## src/rtl/eeprom_ctrl_pkg.sv

```systemverilog
`timescale 1ns/1ps
package eeprom_ctrl_pkg;

  typedef enum logic [2:0] {
    PH_IDLE  = 3'd0,
    PH_WSET  = 3'd1,
    PH_WLOW  = 3'd2,
    PH_WHOLD = 3'd3,
    PH_RACC  = 3'd4,
    PH_GAP   = 3'd5
  } phase_t;

  function automatic int max_of4(int a, int b, int c, int d);
    int m;
    m = a;
    if (b > m) m = b;
    if (c > m) m = c;
    if (d > m) m = d;
    return m;
  endfunction

endpackage

```

## src/rtl/eeprom_phase_timer.sv

```systemverilog
`timescale 1ns/1ps
module eeprom_phase_timer #(
  parameter int CW = 4
) (
  input  logic          clk,
  input  logic          rst_n,
  input  logic          load,
  input  logic [CW-1:0] load_val,
  output logic          expired
);

  logic [CW-1:0] cnt_q;

  always_ff @(posedge clk or negedge rst_n) begin
    if (!rst_n) begin
      cnt_q <= '0;
    end else if (load) begin
      cnt_q <= load_val;
    end else if (cnt_q != '0) begin
      cnt_q <= cnt_q - 1'b1;
    end
  end

  assign expired = (cnt_q == '0);

endmodule

```

## src/rtl/eeprom_seq.sv

```systemverilog
`timescale 1ns/1ps
module eeprom_seq
  import eeprom_ctrl_pkg::*;
#(
  parameter int SETUP_CLKS    = 1,
  parameter int WE_PULSE_CLKS = 10,
  parameter int HOLD_CLKS     = 1,
  parameter int ACCESS_CLKS   = 4,
  parameter int CW            = 4
) (
  input  logic          clk,
  input  logic          rst_n,
  input  logic          start,
  input  logic          start_wr,
  input  logic          expired,
  output phase_t        phase_q,
  output phase_t        phase_n,
  output logic          load,
  output logic [CW-1:0] load_val,
  output logic          capture,
  output logic          finish
);

  localparam logic [CW-1:0] LEN_SET = CW'(SETUP_CLKS - 1);
  localparam logic [CW-1:0] LEN_LOW = CW'(WE_PULSE_CLKS - 1);
  localparam logic [CW-1:0] LEN_HLD = CW'(HOLD_CLKS - 1);
  localparam logic [CW-1:0] LEN_ACC = CW'(ACCESS_CLKS - 1);

  always_comb begin
    phase_n  = phase_q;
    load     = 1'b0;
    load_val = '0;
    capture  = 1'b0;
    finish   = 1'b0;
    unique case (phase_q)
      PH_IDLE: begin
        if (start) begin
          load = 1'b1;
          if (start_wr) begin
            phase_n  = PH_WSET;
            load_val = LEN_SET;
          end else begin
            phase_n  = PH_RACC;
            load_val = LEN_ACC;
          end
        end
      end
      PH_WSET: begin
        if (expired) begin
          phase_n  = PH_WLOW;
          load     = 1'b1;
          load_val = LEN_LOW;
        end
      end
      PH_WLOW: begin
        if (expired) begin
          phase_n  = PH_WHOLD;
          load     = 1'b1;
          load_val = LEN_HLD;
        end
      end
      PH_WHOLD: begin
        if (expired) begin
          phase_n = PH_GAP;
          load    = 1'b1;
        end
      end
      PH_RACC: begin
        if (expired) begin
          phase_n = PH_GAP;
          load    = 1'b1;
          capture = 1'b1;
        end
      end
      PH_GAP: begin
        phase_n = PH_IDLE;
        finish  = 1'b1;
      end
      default: phase_n = PH_IDLE;
    endcase
  end

  always_ff @(posedge clk or negedge rst_n) begin
    if (!rst_n) phase_q <= PH_IDLE;
    else        phase_q <= phase_n;
  end

endmodule

```

## src/rtl/eeprom_io_regs.sv

```systemverilog
`timescale 1ns/1ps
module eeprom_io_regs
  import eeprom_ctrl_pkg::*;
#(
  parameter int ADDR_W = 11,
  parameter int DATA_W = 8
) (
  input  logic              clk,
  input  logic              rst_n,
  input  logic              accept,
  input  logic [ADDR_W-1:0] req_addr,
  input  logic [DATA_W-1:0] req_wdata,
  input  phase_t            phase_n,
  input  logic              capture,
  input  logic              finish,
  input  logic [DATA_W-1:0] mem_dq_in,
  output logic [ADDR_W-1:0] mem_addr,
  output logic [DATA_W-1:0] mem_dq_out,
  output logic              mem_we_n,
  output logic              mem_oe_n,
  output logic              mem_dq_oe,
  output logic              rsp_valid,
  output logic [DATA_W-1:0] rsp_rdata
);

  // request registers: captured once, held for the whole access
  always_ff @(posedge clk or negedge rst_n) begin
    if (!rst_n) begin
      mem_addr   <= '0;
      mem_dq_out <= '0;
    end else if (accept) begin
      mem_addr   <= req_addr;
      mem_dq_out <= req_wdata;
    end
  end

  // strobes come straight from flops so they cannot glitch
  always_ff @(posedge clk or negedge rst_n) begin
    if (!rst_n) begin
      mem_we_n  <= 1'b1;
      mem_oe_n  <= 1'b1;
      mem_dq_oe <= 1'b0;
    end else begin
      mem_we_n  <= (phase_n != PH_WLOW);
      mem_oe_n  <= (phase_n != PH_RACC);
      mem_dq_oe <= (phase_n == PH_WSET) || (phase_n == PH_WLOW) ||
                   (phase_n == PH_WHOLD);
    end
  end

  always_ff @(posedge clk or negedge rst_n) begin
    if (!rst_n) begin
      rsp_valid <= 1'b0;
      rsp_rdata <= '0;
    end else begin
      rsp_valid <= finish;
      if (capture) rsp_rdata <= mem_dq_in;
    end
  end

endmodule

```

## src/rtl/eeprom_port_ctrl.sv

```systemverilog
`timescale 1ns/1ps
module eeprom_port_ctrl
  import eeprom_ctrl_pkg::*;
#(
  parameter int ADDR_W        = 11,
  parameter int DATA_W        = 8,
  parameter int CLK_PERIOD_NS = 20,
  parameter int WE_PULSE_CLKS = 10,
  parameter int SETUP_CLKS    = 1,
  parameter int HOLD_CLKS     = 1,
  parameter int ACCESS_CLKS   = 4,
  parameter int WE_MIN_NS     = 100,
  parameter int WE_MAX_NS     = 1000
) (
  input  logic              clk,
  input  logic              rst_n,
  input  logic              req_valid,
  output logic              req_ready,
  input  logic              req_write,
  input  logic [ADDR_W-1:0] req_addr,
  input  logic [DATA_W-1:0] req_wdata,
  output logic              rsp_valid,
  output logic [DATA_W-1:0] rsp_rdata,
  output logic [ADDR_W-1:0] mem_addr,
  output logic              mem_oe_n,
  output logic              mem_we_n,
  output logic [DATA_W-1:0] mem_dq_out,
  output logic              mem_dq_oe,
  input  logic [DATA_W-1:0] mem_dq_in
);

  localparam int PULSE_NS = WE_PULSE_CLKS * CLK_PERIOD_NS;
  localparam int MAX_LEN  = max_of4(SETUP_CLKS, WE_PULSE_CLKS, HOLD_CLKS, ACCESS_CLKS);
  localparam int CW       = $clog2(MAX_LEN + 1);

  generate
    if (PULSE_NS < WE_MIN_NS || PULSE_NS > WE_MAX_NS) begin : g_bad_pulse
      $error("write pulse of %0d ns lies outside %0d..%0d ns", PULSE_NS, WE_MIN_NS, WE_MAX_NS);
    end
    if (SETUP_CLKS < 1 || HOLD_CLKS < 1 || ACCESS_CLKS < 1) begin : g_bad_phase
      $error("setup, hold and access counts must each be at least one clock");
    end
  endgenerate

  phase_t          phase_q;
  phase_t          phase_n;
  logic            accept;
  logic            t_load;
  logic [CW-1:0]   t_val;
  logic            t_expired;
  logic            capture;
  logic            finish;

  assign req_ready = (phase_q == PH_IDLE);
  assign accept    = req_valid && req_ready;

  eeprom_phase_timer #(.CW(CW)) u_timer (
    .clk      (clk),
    .rst_n    (rst_n),
    .load     (t_load),
    .load_val (t_val),
    .expired  (t_expired)
  );

  eeprom_seq #(
    .SETUP_CLKS    (SETUP_CLKS),
    .WE_PULSE_CLKS (WE_PULSE_CLKS),
    .HOLD_CLKS     (HOLD_CLKS),
    .ACCESS_CLKS   (ACCESS_CLKS),
    .CW            (CW)
  ) u_seq (
    .clk      (clk),
    .rst_n    (rst_n),
    .start    (accept),
    .start_wr (req_write),
    .expired  (t_expired),
    .phase_q  (phase_q),
    .phase_n  (phase_n),
    .load     (t_load),
    .load_val (t_val),
    .capture  (capture),
    .finish   (finish)
  );

  eeprom_io_regs #(.ADDR_W(ADDR_W), .DATA_W(DATA_W)) u_io (
    .clk        (clk),
    .rst_n      (rst_n),
    .accept     (accept),
    .req_addr   (req_addr),
    .req_wdata  (req_wdata),
    .phase_n    (phase_n),
    .capture    (capture),
    .finish     (finish),
    .mem_dq_in  (mem_dq_in),
    .mem_addr   (mem_addr),
    .mem_dq_out (mem_dq_out),
    .mem_we_n   (mem_we_n),
    .mem_oe_n   (mem_oe_n),
    .mem_dq_oe  (mem_dq_oe),
    .rsp_valid  (rsp_valid),
    .rsp_rdata  (rsp_rdata)
  );

endmodule

```

## config.mk

```make
export PLATFORM = sky130hd
export DESIGN_NAME = eeprom_port_ctrl
export DESIGN_NICKNAME = d
export VERILOG_FILES = /design/src/rtl/eeprom_ctrl_pkg.sv /design/src/rtl/eeprom_phase_timer.sv /design/src/rtl/eeprom_seq.sv /design/src/rtl/eeprom_io_regs.sv /design/src/rtl/eeprom_port_ctrl.sv
export SDC_FILE = /design/constraint.sdc
export NUM_CORES = 1
export LEC_CHECK = 0
export ABC_AREA = 1
export BUFFER_PORTS_ARGS = -buffer_cell sky130_fd_sc_hd__buf_2
export CORE_UTILIZATION = 51
export CTS_BUF_LIST = sky130_fd_sc_hd__clkbuf_4 sky130_fd_sc_hd__clkbuf_8
export CTS_CLUSTER_SIZE = 24
export DETAILED_ROUTE_END_ITERATION = 16
export PLACE_DENSITY = 0.88
export SETUP_SLACK_MARGIN = 0.02
export SLEW_MARGIN = 20
export SYNTH_ARGS = -nofsm -noshare
export SYNTH_HDL_FRONTEND = slang
export SYNTH_SLANG_ARGS = --single-unit
```

## constraint.sdc

```tcl
create_clock -name clk -period 1.68 [get_ports clk]
set_clock_uncertainty 0.05 [all_clocks]
set_input_delay 0.168 -clock clk [delete_from_list [all_inputs] [get_ports clk]]
set_output_delay 0.168 -clock clk [all_outputs]
set_load 0.05 [all_outputs]
```

Yosys cells after proc, flatten, opt, wreduce, memory -nomap -nowiden
Index checks and enable logic that the tools add are counted.

storage, ports and cells
  bits in registers = 38
  input bits = 31
  output and inout bits = 32
  word-level logic and storage cells = 46

operators by class
  add/subtract/negate cells = 1
  equal/unequal tests = 10
  multiplexer cells = 17
  reduce and logical (&&, ||, !) cells = 9

operators by type and width
  cell                   number
  $mux W4                4
  $mux W3                5
  $eq A3 B2 Y1 const B   4
  $pmux W3 S4            1
  $pmux W4 S2            1
  $eq A3 B1 Y1 const B   2
  $eq A3 B3 Y1 const B   2
  $logic_not A4 Y1       1
  $mux W1                4
  $reduce_bool A4 Y1     1
  $reduce_or A4 Y1       1
  $sub A4 B1 Y4 const B  1
  $logic_not A3 Y1       1
  $ne A3 B2 Y1 const B   1
  $ne A3 B3 Y1 const B   1
  $logic_or A1 B1 Y1     2
  $mux W2                1
  $pmux W1 S2            1
  $reduce_bool A2 Y1     1
  $reduce_or A2 Y1       1
  $logic_and A1 B1 Y1    1

Logic depth before layout (Yosys ltp)
Gate-level depths: netlist of the first run.

  word-level depth = 7
  mapped depth = 9
  depth with buffers taken out = 9

Cells and area by module
From an unflattened synthesis of the first run, not the netlist that was laid out.

second synthesis, totals
  cells, all modules = 195
  area total of the unflattened synthesis = 1655.3 µm²

modules (own cells, without submodules)
  module              instances  cells each  area each (µm²)  seq. area each (µm²)
  eeprom_io_regs      1          123         1164.9           778.2
  eeprom_phase_timer  1          34          242.7            100.1
  eeprom_seq          1          32          222.7            75.1
  eeprom_port_ctrl    1          6           25.0             0.0

Worst setup path before layout of the first run
No wires, ideal clock.

  path kind = reg-to-reg
  start = reg u_timer.cnt_q[0]
  end = reg u_io.rsp_rdata[0]
  setup time = 120 ps
  arrival time = 1281 ps
  required time = 1510 ps
  slack = 229 ps
  stages on the path, launching flop included = 9
  buffers on the path = 1
  period minus slack after synthesis = 1451 ps
  path through = dfrtp_1 -> inv_1 -> ha_1 -> nand2_1 -> inv_2 -> nand3_4 -> buf_6 -> nand2_1 -> o21ai_2

on the way
  word-level cells in the longest chain between the ends = 3

RTL lines
  element                   line                      source
  start: declaration        eeprom_phase_timer.sv:12  logic [CW-1:0] cnt_q;
  start signal: assignment  eeprom_phase_timer.sv:18  cnt_q <= load_val;
  start signal: assignment  eeprom_phase_timer.sv:20  cnt_q <= cnt_q - 1'b1;
  $logic_not A4 Y1          eeprom_phase_timer.sv:24  assign expired = (cnt_q == '0);
  $mux W1                   eeprom_seq.sv:69          if (expired) begin
  $mux W1                   eeprom_seq.sv:35          unique case (phase_q)
  end signal: assignment    eeprom_io_regs.sv:57      if (capture) rsp_rdata <= mem_dq_in;
  end: declaration          eeprom_io_regs.sv:23      output logic [DATA_W-1:0] rsp_rdata

No other way between the ends.
A chain may end at the register's enable or synchronous reset.

Worst setup path after layout of the first run
  start = reg u_seq.phase_q[1]
  end = out req_ready

on the way
  word-level cells in the longest chain between the ends = 1

RTL lines
  element                   line                    source
  start: declaration        eeprom_seq.sv:16        output phase_t phase_q,
  start signal: assignment  eeprom_seq.sv:85        else phase_q <= phase_n;
  $logic_not A3 Y1          eeprom_port_ctrl.sv:54  assign req_ready = (phase_q == PH_IDLE);
  end: declaration          eeprom_port_ctrl.sv:18  output logic req_ready,

No other way between the ends.

==> impl_metrics.csv, run 1 <==
group,metric,value,unit
critical_path,crit_path_start,"u_seq.phase_q[1]",
job,maxCapViolCount,0,
clocking,root_buffer,"clkbuf_4",
placed_design,dpl-instance-area,2070,sq um
cells_and_area,layout.nets,311,
placed_design,pre_cts_slack,0.109,ns
cells_and_area,diodes,0,
route,drtIter0Drc,89,
critical_path,worstSetupEndpointType,"output pin",
cells_and_area,final_common_cell,"nand2_1",
timing,setup-tns-final,0,ns
die,die_width,59.9,um
route,drc,0,
timing,fmax,648,MHz
route,routed_wl,3900,um
die,dieHeight,59.9,um
yosys,netlist.area_leader.share,52.7,%
timing,max_slew_margin,69.8,%
yosys,syn-cell-area,1710,sq um
power_and_ir_drop,power_leakage,1.31,nW
yosys,synthTopCellsByArea,"dfrtp_1 53%, nand2_1 17%, o21ai_2 5.1%, inv_1 4.2%, dfstp_2 3.1%",
yosys,synth.distinct_cells,22,
critical_path,r2r_start,"u_seq.phase_q[1]",
yosys,ys_seq_area_share,55.8,%
power_and_ir_drop,total_power,5.21,mW
yosys,yosysWarnings,0,
timing,worst_slew_pin_slew,0.453,ns
grt,grt_antenna_before_repair,0,
placed_design,globalplace.congestion,0.863,
cells_and_area,num-fill-cells,210,
route,drt_pass1_iterations,4,
critical_path,critical_path_peak_fanout,4,
clocking,clkTransAtPathRegs,0.10,ns
yosys,synth_nets,222,
placed_design,dp_cells,295,
placed_design,portBuffers,62,
timing,rsz0062_at_grt,"false",
grt,grt_max_degree,39,
die,rows,20,
grt,grt_pass1_wl,5910,um
power_and_ir_drop,peakVddDrop,1.12,mV
status,status,"complete, no violations",
critical_path,cp_slowest_stage_delay,0.46,ns
die,initial_utilization,54.6,%
timing,hold_viol,0,
placed_design,dpl.hpwl,2290,um
yosys,post-synth-top-area-cell,"dfrtp_1",
critical_path,slowest_stage,"dfrtp_1",
grt,grt_pass1_vias,1404,
clocking,cts_made_buffers,5,
clocking,clock_latency,0.32,ns
yosys,avgSynthCellArea,9.00,sq um
route,wl_per_cell,12.0,um
grt,grt.total_usage,22.8,%
worst_hold_path,hp-class,"in2reg",
die,core-area,3130,sq um
critical_path,cp.required,1.46,ns
clocking,cts_buffer_depth,2,
critical_path,crit_chain,"inv_1, nand2_2, inv_1, clkbuf_4",
clocking,cts.sinks,38,
timing,drv_slew,0,
critical_path,arrival,1.32,ns
cells_and_area,layout_common_cells,"78 x nand2_1, 61 x buf_2, 35 x dfrtp_1, 20 x dlygate4sd3_1, 19 x inv_1",
clocking,tritoncts,"built",
route,vias_per_cell,4.73,
critical_path,critPathKind,"reg2out",
yosys,ys_seq_elements,38,
timing,fin_crit_sh,91.8,%
die,die_area,3590,sq um
cells_and_area,drive_above_1_share,38.2,%
cells_and_area,syn2layout_area_growth,37.8,%
grt,gr-total-overflow,0,
power_and_ir_drop,power.density,2210,nW/um^2
clocking,cts_setup_buffers,0,
timing,setup_viol,0,
clocking,htreeDepth,2,
yosys,synth_cells,190,
worst_hold_path,worstHoldStart,"mem_dq_in[2]",
die,num_io_pins,63,
cells_and_area,finalInstanceArea,2360,sq um
critical_path,cp-start-kind,"flip-flop",
route,via_count,1532,
timing,setup_slack,0.137,ns
timing,fin_crit,1.54,ns
cells_and_area,instances_no_fill,324,
route,ant_nets,0,
critical_path,crit_top_cell,"inv_1",
[power by group]
part	leakage [nW]	switching, mW	internal [mW]	total (mW)
logic	0.817	2.32	0.798	3.12
clock network	0.0387	0.263	0.219	0.482
registers	0.455	0.251	1.36	1.61
total	1.31	2.84	2.37	5.21
[layout make-up]
class                           instances  area (sq um)  area share [%]
Clock inverter                          1          5.00           0.212
Tap cell                               44          55.1            2.34
Timing Repair Buffer                   86           543            23.0
Multi-Input combinational cell        126           654            27.8
Clock buffer                            7          58.8            2.50
Inverter                               22          85.1            3.61
Sequential cell                        38           955            40.5
[cells in the mapped netlist, drive strengths merged]
master   n
a21oi    1
buf      5
dfrtp   36
nand4    2
dfstp    2
inv     22
xor2     1
o211ai   1
o21ai   13
nand2   83
nor2    11
nand3   12
ha       1
[worst paths after layout]
kind | end | slack, ns | cells after the start
setup / recovery | req_ready | 0.14 | 4
hold / removal | u_io.rsp_rdata[2] | 0.02 | 3
setup reg to reg | u_io.mem_addr[6] | 0.19 | 6
hold reg to reg | u_io.mem_addr[0] | 0.44 | 2
max in group asynchronous | u_io.mem_oe_n | 0.87 | 3
min in group asynchronous | u_io.mem_addr[0] | 0.36 | 3
[critical path: cells and delay by family, from the launching register on]
kind,cells,cell delay [ns]
DFF,1,0.46
buffers and inverters,3,0.45
and+or+nand+nor,1,0.10
[flip-flops by register name, summed over array words and instances, names as in the netlist, 3 cells and up]
| name | flops |
|---|---|
| u_timer.cnt_q | 4 |
| u_io.mem_dq_out | 8 |
| u_io.mem_addr | 11 |
| u_io.rsp_rdata | 8 |
| u_seq.phase_q | 3 |
[stage by stage]
step	hold slack [ns]	utilization, %
global route	0.00711	75.3
detailed placement	0.188	66.0
global placement	0.181	66.0
CTS	0.00220	74.2
floorplan	-0.178	-
finish	0.0185	75.3
[metal layers]
layer	routed length [um]	vias up	track usage, %
li1	-	764	-
met3	225	7	6.71
met5	0	-	0
met2	1980	52	42.4
met4	60	0	5.98
met1	1640	709	25.3
[repair_timing]
| action | CTS | global route |
|---|---|---|
| endpoints found under the hold margin | 54 | 1 |
| endpoints found under the setup margin | 0 | 12 |
| hold buffers | 19 | 1 |
| gates resized for setup | 0 | 5 |
[cells by family (layout without fill, tap and decap cells)]
logic type                 after synthesis  count (layout)  synth area share, %
and+or+nand+nor                        108             109                 28.8
DFF                                     38              38                 55.8
buffers and inverters                   27             116                 7.10
AOI/OAI and AO/OA                       15              15                 7.03
adders and majority gates                1               1                0.732
xor gates and xnor gates                 1               1                0.513
No activity file was read; power rests on OpenSTA's default activity.
==> inputs of run 2 (changes only) <==
--- a/config.mk
+++ b/config.mk
@@ -11,6 +11,7 @@
 export CTS_BUF_LIST = sky130_fd_sc_hd__clkbuf_4 sky130_fd_sc_hd__clkbuf_8
 export CTS_CLUSTER_SIZE = 24
 export DETAILED_ROUTE_END_ITERATION = 16
+export HOLD_SLACK_MARGIN = 0.03
 export PLACE_DENSITY = 0.88
 export SETUP_SLACK_MARGIN = 0.02
 export SLEW_MARGIN = 20
==> impl_metrics.csv, run 2 (synthesis results as in run 1) <==
group,metric,value,unit
worst_hold_path,hp-class,"in2reg",
cells_and_area,instances_no_fill,332,
critical_path,slowest_stage,"dfrtp_1",
timing,setup_slack,0.142,ns
placed_design,dp_cells,295,
cells_and_area,layout.nets,319,
cells_and_area,diodes,0,
power_and_ir_drop,clkPwrFrac,9.3,%
cells_and_area,drive_above_1_share,37.2,%
route,vias_per_cell,4.81,
placed_design,portBuffers,62,
power_and_ir_drop,pwr-share-comb,60.1,%
die,initial_utilization,54.6,%
timing,rsz0062_at_grt,"false",
cells_and_area,final_common_cell,"nand2_1",
die,core-area,3130,sq um
critical_path,crit_top_cell,"inv_1",
power_and_ir_drop,peakVddDrop,1.33,mV
grt,grt_pass1_vias,1429,
die,die_area,3590,sq um
timing,setup_viol,0,
route,wl_per_cell,12.6,um
critical_path,critical_path_peak_fanout,4,
cells_and_area,layout_common_cells,"78 x nand2_1, 61 x buf_2, 35 x dfrtp_1, 28 x dlygate4sd3_1, 19 x inv_1",
clocking,cts_buffer_depth,2,
cells_and_area,regMostFlops,"u_io.mem_addr",
route,drt_pass1_iterations,4,
route,drc,0,
power_and_ir_drop,power_leakage,1.34,nW
die,dieHeight,59.9,um
die,die_width,59.9,um
clocking,clock_latency,0.33,ns
critical_path,cp.required,1.46,ns
timing,worst_slew_pin_slew,0.455,ns
clocking,cts.sinks,38,
timing,drv_slew,0,
cells_and_area,syn2layout_area_growth,42.5,%
timing,fin_crit_sh,91.6,%
critical_path,arrival,1.32,ns
grt,grt_antenna_before_repair,0,
critical_path,worstSetupEndpointType,"output pin",
die,rows,20,
die,num_io_pins,63,
power_and_ir_drop,total_power,5.25,mW
clocking,cts_made_buffers,5,
power_and_ir_drop,power.density,2160,nW/um^2
grt,gr-total-overflow,0,
power_and_ir_drop,power_frac_seq,30.7,%
timing,setup-tns-final,0,ns
grt,grt_max_degree,39,
timing,hold_viol,0,
critical_path,crit_family,"flip-flops",
cells_and_area,largestRegisters,"u_io.mem_addr (11), u_io.mem_dq_out (8), u_io.rsp_rdata (8)",
clocking,root_buffer,"clkbuf_4",
critical_path,cp_slowest_stage_delay,0.45,ns
placed_design,globalplace.congestion,0.863,
critical_path,cp-start-kind,"flip-flop",
power_and_ir_drop,swShare,54.6,%
timing,fin_crit,1.54,ns
cells_and_area,largest_register_ffs,11,
grt,grt.total_usage,23.7,%
job,maxCapViolCount,0,
power_and_ir_drop,intPower,2.38,mW
route,via_count,1598,
clocking,clkTransAtPathRegs,0.10,ns
power_and_ir_drop,switching_power,2.87,mW
clocking,tritoncts,"built",
critical_path,critPathKind,"reg2out",
route,ant_nets,0,
placed_design,pre_cts_slack,0.109,ns
timing,max_slew_margin,69.7,%
route,routed_wl,4190,um
timing,fmax,650,MHz
critical_path,critical_path_buf_inv_count,3,
critical_path,crit_chain,"inv_1, nand2_2, inv_1, clkbuf_4",
status,status,"complete, no violations",
route,drtIter0Drc,81,
clocking,htreeDepth,2,
grt,grt_pass1_wl,6110,um
placed_design,dpl.hpwl,2290,um
==> run 2: cell count changes in the layout (fill, tap and decap cells not counted), sizes merged <==
| cell | change |
|---|---|
| dlygate4sd3 | +8 |
==> run 2: worst register-to-register path, delay by kind of cell, from the launching register on <==
family	cells	cell delay, ns
DFF	1	0.38
and+or+nand+nor	4	0.45
AOI/OAI and AO/OA	1	0.13
adders and majority gates	1	0.23
buffers and inverters	2	0.17
==> run 2: repair_timing <==
action	in CTS	in global routing
hold buffers	27	1
gates resized for setup	0	5
hold endpoints to repair	62	1
setup buffers	0	0
setup endpoints to repair	0	12
==> run 2: layout make-up <==
cell class | instances | area (sq um)
repair buffers | 94 | 623
multi-input cells | 126 | 654
inverters | 22 | 85.1
clock inverters | 1 | 5.00
flip-flops and latches | 38 | 955
clock buffers | 7 | 58.8
fillers | 193 | 692
well taps | 44 | 55.1
==> run 2: routing by layer <==
layer  GRT usage (%)  vias up  part of all wire (%)
met5               0        -                     0
met4            5.98        0                   1.4
met3            7.14        7                   6.3
met2            44.0       68                    54
met1            26.2      744                    39
li1                -      779                     -
==> run 2: path summary, 6_finish.rpt <==
path                                   from                to  slack, ns  depth (start not counted)
max                        u_seq.phase_q[1]         req_ready       0.14                          4
min                               req_write  u_timer.cnt_q[0]       0.16                          4
max reg2reg                u_timer.cnt_q[0]    u_io.mem_dq_oe       0.18                          8
min reg2reg                u_io.mem_addr[0]  u_io.mem_addr[0]       0.43                          2
max in group asynchronous             rst_n     u_io.mem_we_n       0.87                          3
min in group asynchronous             rst_n  u_io.mem_addr[0]       0.37                          3
==> run 2: power by group through the flow <==
stage	Sequential [mW]	Clock [mW]	Combinational, mW
3_3_place_gp	1.60	0	2.95
3_5_place_dp	1.60	0	3.01
5_1_grt	1.65	0.547	3.42
2_1_floorplan	2.84	0	1.14
6_report	1.61	0.487	3.15
4_1_cts	1.59	0.499	3.06
==> run 2: stage by stage <==
stage | hold slack (ns) | cell area, sq um | utilization (%)
after CTS | 0.0350 | 2400 | 76.7
final | 0.159 | 2440 | 77.9
after floorplan | -0.178 | 1710 | -
after global placement | 0.181 | 2070 | 66.0
after detailed placement | 0.188 | 2070 | 66.0
after global routing | 0.163 | 2440 | 77.9
==> inputs of run 3 (changes only) <==
==> constraint.sdc (replaced) <==
create_clock -name clk -period 1.68 [get_ports clk]
set_clock_uncertainty 0.05 [all_clocks]
set_input_delay 0 -clock clk [delete_from_list [all_inputs] [get_ports clk]]
set_output_delay 0 -clock clk [all_outputs]
set_load 0.05 [all_outputs]
==> impl_metrics.csv, run 3 (synthesis results as in run 1) <==
group,metric,value,unit
grt,grt_pass1_vias,1436,
cells_and_area,layout.nets,319,
timing,setup_viol,0,
grt,grt.total_usage,23.4,%
die,dieHeight,59.9,um
placed_design,globalplace.congestion,0.872,
timing,rsz0062_at_grt,"false",
critical_path,cp_slowest_stage_delay,0.51,ns
critical_path,worstSetupEndpointType,"flip-flop",
cells_and_area,largest_register_ffs,11,
clocking,cts_buffer_depth,2,
power_and_ir_drop,intPower,2.46,mW
die,num_io_pins,63,
cells_and_area,regArea,953,sq um
power_and_ir_drop,power_frac_seq,30.1,%
clocking,root_buffer,"clkbuf_4",
critical_path,arrival,1.74,ns
power_and_ir_drop,power.density,2170,nW/um^2
route,wl_met1,1570,um
route,via_count,1588,
cells_and_area,finalInstanceArea,2440,sq um
status,status,"complete, no violations",
timing,worst_slew_pin_slew,0.796,ns
cells_and_area,drive_above_1_share,36.1,%
clocking,clock_latency,0.33,ns
grt,grt_pass1_wl,5990,um
timing,drv_slew,0,
die,rows,20,
grt,gr-total-overflow,0,
power_and_ir_drop,total_power,5.31,mW
placed_design,dpl-instance-area,2060,sq um
die,die_width,59.9,um
timing,fin_crit,1.52,ns
timing,hold_viol,0,
critical_path,critPathKind,"reg2reg",
power_and_ir_drop,peakVddDrop,1.14,mV
critical_path,slowest_stage,"dfrtp_1",
power_and_ir_drop,power_leakage,1.35,nW
die,core-area,3130,sq um
clocking,htreeDepth,2,
route,drtIter0Drc,66,
die,initial_utilization,54.6,%
grt,grt_antenna_before_repair,0,
critical_path,critical_path_peak_fanout,13,
placed_design,dpl.hpwl,2300,um
critical_path,cp-start-kind,"flip-flop",
route,routed_wl,4000,um
clocking,cts.sinks,38,
cells_and_area,multi_input_area,637,sq um
route,drt_pass1_iterations,4,
route,vias_per_cell,4.78,
timing,fin_crit_sh,90.5,%
die,die_area,3590,sq um
route,wl_met3,244,um
timing,fmax,658,MHz
cells_and_area,diodes,0,
critical_path,cp.required,1.90,ns
clocking,cts_made_buffers,5,
cells_and_area,num-fill-cells,189,
route,wl_per_cell,12.0,um
power_and_ir_drop,clkPwrFrac,11.2,%
cells_and_area,syn2layout_area_growth,42.8,%
route,wl_met2,2090,um
power_and_ir_drop,swShare,53.6,%
cells_and_area,layout_common_cells,"78 x nand2_1, 62 x buf_2, 36 x dfrtp_1, 30 x dlygate4sd3_1, 19 x inv_1",
power_and_ir_drop,switching_power,2.84,mW
clocking,tritoncts,"built",
worst_hold_path,hp-class,"in2async",
timing,max_slew_margin,46.9,%
cells_and_area,largestRegisters,"u_io.mem_addr (11), u_io.mem_dq_out (8), u_io.rsp_rdata (8)",
placed_design,portBuffers,62,
grt,grt_max_degree,39,
route,highest_layer,"met4",
timing,setup-tns-final,0,ns
cells_and_area,regMostFlops,"u_io.mem_addr",
cells_and_area,final_common_cell,"nand2_1",
route,ant_nets,0,
job,maxCapViolCount,0,
critical_path,crit_chain,"nor2_4, nand2_2, nor2_4, buf_4, nand2_1, nand2_1",
route,drc,0,
clocking,cts_setup_buffers,0,
clocking,clkTransAtPathRegs,0.11,ns
power_and_ir_drop,pwr-share-comb,58.6,%
==> run 3: changes by cell type in the layout (fill, tap and decap cells not counted), sizes merged <==
cell / change
bufinv: +1
clkbuf: -3
clkinv: +1
nand3: -1
dlygate4sd3: +2
==> run 3: worst max-delay path, delay by kind of cell (launching register included) <==
family	cells	cell delay (ns)
and+or+nand+nor	5	0.65
buffers and inverters	1	0.25
DFF	1	0.51
==> run 3: worst paths after layout <==
kind / start / to / slack, ns / cells past startpoint
worst max register to register: u_seq.phase_q[0] / u_io.mem_addr[7] / 0.16 / 6
worst max-delay path: u_seq.phase_q[0] / u_io.mem_addr[7] / 0.16 / 6
min in group clk: req_wdata[7] / u_io.mem_dq_out[7] / 0.34 / 4
max in group asynchronous: rst_n / u_io.mem_addr[2] / 0.84 / 2
worst min-delay path: rst_n / u_io.mem_dq_out[7] / 0.23 / 2
worst min register to register: u_io.mem_dq_out[6] / u_io.mem_dq_out[6] / 0.43 / 2
==> run 3: layer usage <==
layer	vias up	track usage, %
li1	778	-
met1	725	25.4
met4	0	9.30
met3	11	6.49
met2	74	42.9
met5	-	0
==> run 3: power groups by stage <==
stage	logic [mW]	registers, mW	clock network (mW)
CTS	3.07	1.59	0.606
global route	3.36	1.65	0.655
floorplan	1.14	2.84	0
finish	3.11	1.60	0.596
detailed placement	3.01	1.60	0
global placement	2.95	1.60	0
==> run 3: repair_timing <==
action / 4_1_cts / 5_1_grt
gates resized for setup: 0 / 2
endpoints found under the setup margin: 0 / 10
hold buffers: 30 / 0
endpoints found under the hold margin: 69 / 0
==> run 3: final cells by class <==
cell class | count | share of cell area, %
multi-input combinational | 125 | 26.1
sequential | 38 | 39.1
clock buffer | 5 | 1.54
tap | 44 | 2.26
inverter | 22 | 3.49
timing repair buffer | 95 | 25.9
clock inverter | 3 | 1.64
==> run 3: metrics by stage <==
step,worst slack [ns],instances,hold slack (ns),util (%)
floorplan,0.229,190,-0.346,-
global placement,0.176,294,0.0718,65.8
detailed placement,0.0948,294,0.0814,65.8
CTS,0.0830,332,0.246,77.9
global route,0.0440,332,0.284,78.0
finish,0.160,332,0.232,78.0
